<file path="src/rtl/spi_byte_master.sv">
module spi_byte_master #(
  parameter int          DIV       = 4,
  parameter logic [15:0] ADDR_DATA = 16'hFEAB,
  parameter logic [15:0] ADDR_CMD  = 16'hFEAC,
  parameter logic [15:0] ADDR_CFG  = 16'hFEAD
) (
  input  logic        clk,
  input  logic        rst_n,
  input  logic [15:0] bus_addr,
  input  logic [7:0]  bus_wdata,
  input  logic        bus_wr,
  input  logic        bus_rd,
  output logic [7:0]  bus_rdata,
  output logic        sck,
  output logic        mosi,
  input  logic        miso,
  output logic        cs_n
);
  localparam int HALF = DIV / 2;
  localparam int CW   = (HALF > 1) ? $clog2(HALF) : 1;
  localparam logic [CW-1:0] HALF_LAST = CW'(HALF - 1);

  logic          cfg_cs, cfg_wen, cfg_chk;
  logic          busy;
  logic [CW-1:0] div_cnt;
  logic [2:0]    bit_cnt;
  logic [7:0]    tx_sh, rx_sh, data_q;

  wire hit_cmd  = bus_wr && (bus_addr == ADDR_CMD);
  wire hit_cfg  = bus_wr && (bus_addr == ADDR_CFG);
  wire launch   = hit_cmd && cfg_wen && !busy;
  wire div_end  = busy && (div_cnt == HALF_LAST);
  wire sck_fall = div_end && sck;
  wire sck_rise = div_end && !sck;
  wire status   = busy && cfg_chk;

  assign cs_n = !cfg_cs;
  assign mosi = tx_sh[7];

  always_ff @(posedge clk or negedge rst_n) begin
    if (!rst_n) begin
      cfg_cs  <= 1'b0;
      cfg_wen <= 1'b0;
      cfg_chk <= 1'b0;
    end else if (hit_cfg) begin
      cfg_cs  <= bus_wdata[4];
      cfg_wen <= bus_wdata[3];
      cfg_chk <= bus_wdata[0];
    end
  end

  always_ff @(posedge clk or negedge rst_n) begin
    if (!rst_n) begin
      busy    <= 1'b0;
      sck     <= 1'b0;
      div_cnt <= '0;
      bit_cnt <= '0;
      tx_sh   <= '0;
      rx_sh   <= '0;
      data_q  <= '0;
    end else if (launch) begin
      busy    <= 1'b1;
      sck     <= 1'b0;
      div_cnt <= '0;
      bit_cnt <= '0;
      tx_sh   <= bus_wdata;
    end else if (busy) begin
      if (!div_end) begin
        div_cnt <= div_cnt + 1'b1;
      end else begin
        div_cnt <= '0;
        sck     <= !sck;
        if (sck_rise) begin
          rx_sh <= {rx_sh[6:0], miso};
        end else begin
          tx_sh   <= {tx_sh[6:0], 1'b0};
          bit_cnt <= bit_cnt + 1'b1;
          if (bit_cnt == 3'd7) begin
            busy   <= 1'b0;
            data_q <= rx_sh;
          end
        end
      end
    end
  end

  always_comb begin
    bus_rdata = 8'h00;
    if (bus_rd) begin
      if (bus_addr == ADDR_DATA)
        bus_rdata = data_q;
      else if (bus_addr == ADDR_CFG)
        bus_rdata = {3'b000, cfg_cs, cfg_wen, 1'b0, status, cfg_chk};
    end
  end

  a_r5_sck_idle_low: assert property (@(posedge clk) disable iff (!rst_n)
    !busy |-> !sck);

  a_r5_mosi_on_fall: assert property (@(posedge clk) disable iff (!rst_n)
    (busy && $past(busy) && !$fell(sck)) |-> $stable(mosi));

  a_r9_shift_hold: assert property (@(posedge clk) disable iff (!rst_n)
    (busy && !sck_fall) |=> $stable(tx_sh));

  a_r6_eight_bits: assert property (@(posedge clk) disable iff (!rst_n)
    $fell(busy) |-> ($past(bit_cnt) == 3'd7 && $past(sck)));

  a_r8_data_hold: assert property (@(posedge clk) disable iff (!rst_n)
    !$fell(busy) |-> $stable(data_q));

  a_r3_cs_follows: assert property (@(posedge clk) disable iff (!rst_n)
    (hit_cfg) |=> (cs_n == !$past(bus_wdata[4])));

  initial begin
    a_r5_div_even: assert (DIV >= 2 && DIV % 2 == 0);
  end
endmodule

</file>
<file path="config.mk">
export PLATFORM = sky130hd
export DESIGN_NAME = spi_byte_master
export DESIGN_NICKNAME = d
export VERILOG_FILES = /design/src/rtl/spi_byte_master.sv
export SDC_FILE = /design/constraint.sdc
export NUM_CORES = 1
export LEC_CHECK = 0
export ABC_AREA = 1
export BUFFER_PORTS_ARGS = -buffer_cell sky130_fd_sc_hd__clkbuf_2
export CORE_ASPECT_RATIO = 0.75
export CORE_UTILIZATION = 54
export DETAILED_ROUTE_END_ITERATION = 10
export GPL_ROUTABILITY_DRIVEN = 0
export PLACE_DENSITY_LB_ADDON = 0.3
export SETUP_SLACK_MARGIN = 0.15
export SLEW_MARGIN = 5
export SYNTH_ARGS = -nofsm -noshare
export SYNTH_HDL_FRONTEND = slang
export SYNTH_SLANG_ARGS = --single-unit
</file>
<file path="constraint.sdc">
create_clock -name clk -period 2 [get_ports clk]
set_input_delay 0.1 -clock clk [delete_from_list [all_inputs] [get_ports clk]]
set_output_delay 0.1 -clock clk [all_outputs]
set_load 0.01 [all_outputs]
</file>
* After elaboration in Yosys (flattened, before gate mapping)
Cells that the tools add are included.
Operators by class: add/subtract/negate cells 2, equality and inequality tests 5, muxes and demuxes 22, bitwise gates (word level) 2, reduce and logical (&&, ||, !) cells 16
Operators with widths (number):
- $eq A16 B16 Y1 const B | 3
- $mux W8 | 6
- $mux W3 | 4
- $mux W1 | 11
- $logic_and A1 B1 Y1 | 7
- $mux W5 | 1
- $reduce_and A5 Y1 | 1
- $reduce_and A4 Y1 | 1
- $reduce_bool A2 Y1 | 2
- $add A3 B1 Y3 const B | 1
- $eq A3 B3 Y1 const B | 1
- $logic_not A1 Y1 | 3
- $reduce_and A3 Y1 | 1
- $ne A2 B2 Y1 const B | 1
- $not A1 Y1 | 2
- $reduce_and A2 Y1 | 1
- $add A1 B1 Y1 const B | 1
Storage, ports and cells: bits in registers 33, input port bits 29, output and inout bits 11, word-level logic and storage cells 57

* Longest topological paths before layout
depth after elaboration 6, gate-level depth with buffers 10, gate-level depth less buffers 9

* Worst setup path after synthesis
Ideal clock, no wire load.
kind register to register, start point register cfg_wen, end point register tx_sh[0], library setup time 0.119 ns, data arrival time 1.115 ns, required time 1.881 ns, slack 0.766 ns, stages on the path, launching flop included 7, path buffers 1, period minus slack after synthesis 1.234 ns, cell sequence dfrtp_1 > nand2_2 > nor3_4 > nand3_4 > buf_6 > nand3_1 > o21ai_2
Between the ends: word-level cells in the longest chain between the ends 4, elaborated cells on any way between the ends 7, classes of those cells 1 x eq/ne; 1 x mux; 5 x reduce/logical
Ends and longest elaborated chain:
- start, declared | RTL line 23 | logic cfg_cs, cfg_wen, cfg_chk;
- start signal, assigned | RTL line 47 | cfg_wen <= bus_wdata[3];
- $logic_and A1 B1 Y1 (*) (2 in series) | RTL line 31 | wire launch = hit_cmd && cfg_wen && !busy;
- $ne A2 B2 Y1 (no source line) / $reduce_bool A2 Y1 (equally long branches)
- $reduce_and A3 Y1 (no source line)
- end signal, assigned | RTL line 66 | tx_sh <= bus_wdata;
- end signal, assigned | RTL line 76 | tx_sh <= {tx_sh[6:0], 1'b0};
- end, declared | RTL line 27 | logic [7:0] tx_sh, rx_sh, data_q;
Every way passes the cells marked *; elsewhere a longest branch is shown, timed or not. A chain may end at the register's enable or synchronous reset.

* Worst setup path after layout
start point register busy, end point register data_q[2]
Between the ends: word-level cells in the longest chain between the ends 4, elaborated cells on any way between the ends 7, classes of those cells 2 x bitwise; 5 x reduce/logical
Ends and longest elaborated chain:
- start, declared | RTL line 24 | logic busy;
- start signal, assigned | RTL line 54 | busy <= 1'b0;
- start signal, assigned | RTL line 62 | busy <= 1'b1;
- start signal, assigned | RTL line 79 | busy <= 1'b0;
- $logic_and A1 B1 Y1 / $logic_not A1 Y1 (equally long branches) | RTL line 32, 31
- $logic_and A1 B1 Y1, on equally long branches | RTL line 34, 31
- $not A1 Y1 (no source line)
- $reduce_and A5 Y1 (no source line) (*)
- end signal, assigned | RTL line 80 | data_q <= rx_sh;
- end, declared | RTL line 27
Marks and branches as above.

==> flow_metrics.tcl <==
set metrics [dict create \
    postSynthCellCount 223 \
    final_nets 295 \
    yosysTopAreaCellShare_pct 47.7 \
    setup_tns_ns 0 \
    critical_path_arrival_ns 1.66 \
    outcome "finished clean" \
    grt_pass1_vias 1382 \
    cp.required_ns 2.16 \
    ctsHoldBuffers 1 \
    hold_slack_ns 0.0627 \
    ys_seq_area_share_pct 47.7 \
    wl_per_cell_um 10.9 \
    worst_hold_path_type "input port to register" \
    clock.fmax_ghz 0.666 \
    numCtsBuffers 5 \
    synth.distinct_cells 23 \
    drv_slew 0 \
    setup_viol 0 \
    crit_fanout 17 \
    rsz0062_at_grt "false" \
    cts-root-buf "clkbuf_8" \
    synth_nets 254 \
    r2r-end "data_q[2]" \
    layout_commonest_cell "nand2_1" \
    final_cell_area_um2 2040 \
    ctsResizeCount 0 \
    yosysTopAreaCell "dfrtp_1" \
    multi_input_area_um2 712 \
    crit_end "data_q[2]" \
    h-tree-depth 2 \
    reg2reg_slack_ns 0.50 \
    post-dp-hpwl_um 2390 \
    synth_area_per_cell_um2 7.76 \
    die_h_um 51.0 \
    postRouteAntennaNets 0 \
    rows 17 \
    syn_area_um2 1730 \
    vias_per_cell 4.98 \
    relSlewSlack_pct 47.4 \
    grt_pass1_wl_um 5890 \
    cp-start-kind "register" \
    min_from "miso" \
    track_usage_pct 23.3 \
    ir_drop_v 0.000475 \
    tightest_slew_ns 0.789 \
    port-buffer-count 39 \
    die_area_um2 3440 \
    firstDrtPassIters 4 \
    insertion_delay_ns 0.28 \
    end_kind "register" \
    drive_gt1_share_pct 22.3 \
    fillCellCount 247 \
    timing.reg2reg.worst_path_depth 7 \
    post_cts_buffers 0 \
    layout_common_cells "nand2_1, clkbuf_2, dfrtp_1, inv_1" \
    total_leakage_power_nw 1.20 \
    crit_start "busy" \
    timing.final.crit_share_pct 75.1 \
    path_clk_slew_ns 0.06 \
    maxCapViolCount 0 \
    clock-sinks 33 \
    min_period_ns 1.50 \
    cts_tree "built" \
    syn2layout_area_growth_pct 17.8 \
    yosys_warnings 0 \
    ys_seq_elements 33 \
    wl_um 3300 \
    drcViolationCount 0 \
    cellPowerDensity_nw_per_um2 694 \
    start_util_pct 57.7 \
    grt_max_degree 34 \
    drt_iter0_markers 72 \
    antenna_found_initial 0 \
    cts_buffer_depth 2 \
    ios 40 \
    placed_area_um2 1910 \
    ff_latch_area_um2 826 \
    vias 1509 \
    diodes 0 \
    r2r-start "busy" \
    die_x_um 67.4 \
    final_hold_viol_count 0 \
    overflow 0 \
    crit_type "register to register" \
    coreArea_um2 3000 \
    skew_ns 0.00175 \
    netlist_top_cells_area "dfrtp_1, nand2_1, inv_1, nand3_1, o21ai_0" \
    dp.cells 294 \
    fin_cells 303 \
]
==> logic make-up after synthesis <==
group | synth area share (%)
flops | 47.7
buf+inv | 11.1
compound gates | 6.87
fa+ha+maj | 1.45
simple gates | 32.8
==> worst max-delay path, cell delays in order (launching register included) <==
cell     delay (ns)
dfrtp_1        0.42
nand2_2        0.09
inv_1          0.06
nand2_1        0.05
inv_1          0.28
nand2_2        0.27
nand2_1        0.12
o21ai_0        0.08
==> stage by stage <==
stage / worst slack (ns) / total power, mW / util, %
5_1_grt: 0.273 / 1.48 / 68.0
6_report: 0.498 / 1.41 / 68.0
2_1_floorplan: 0.766 / 0.735 / -
3_3_place_gp: 0.516 / 0.783 / 63.7
4_1_cts: 0.464 / 1.43 / 68.0
3_5_place_dp: 0.472 / 0.785 / 63.7
==> area by class of cell <==
| type | instances | area share (%) |
|---|---|---|
| multi-input combinational | 150 | 34.9 |
| timing repair buffer | 41 | 10.4 |
| tap | 38 | 2.33 |
| clock buffer | 7 | 4.24 |
| sequential | 33 | 40.5 |
| inverter | 33 | 6.08 |
| clock inverter | 1 | 1.47 |
==> layer usage <==
metal / routed length [um] / track usage [%] / up-vias / part of all wire [%]
li1: - / - / 781 / -
met1: 1680 / 31.9 / 697 / 51
met2: 1450 / 35.8 / 25 / 44
met3: 130 / 5.58 / 6 / 3.9
met4: 40 / 8.16 / 0 / 1.2
met5: 0 / 0 / - / 0
==> report_power, final <==
part	total, mW	switching (mW)	internal (mW)
clock network	0.641	0.235	0.406
registers	0.692	0.00792	0.684
logic	0.0819	0.0476	0.0343
==> cell usage after synthesis (all sizes together) <==
master and instances:
ha 2, buf 6, inv 33, nand4 9, clkbuf 1, dfrtp 33
nand3 18, nor2 17, nor3 2, nand2 77, or2 2, a21oi 2
o21ai 21
==> worst min-delay path by stage <==
stage,endpoint,cells after the start
after CTS,rx_sh[0],3
after detailed placement,tx_sh[6],1
final,rx_sh[0],3
after global routing,rx_sh[0],3
after global placement,tx_sh[7],1
after floorplan,bit_cnt[0],0
==> flip-flops by register name, indices dropped and copies added (netlist names) <==
| register | cells |
|---|---|
| tx_sh | 8 |
| bit_cnt | 3 |
| rx_sh | 8 |
| cfg_chk | 1 |
| data_q | 8 |
| cfg_wen | 1 |
| sck | 1 |
| cfg_cs | 1 |
| div_cnt | 1 |
| busy | 1 |
No activity file was read; power rests on OpenSTA's default activity.
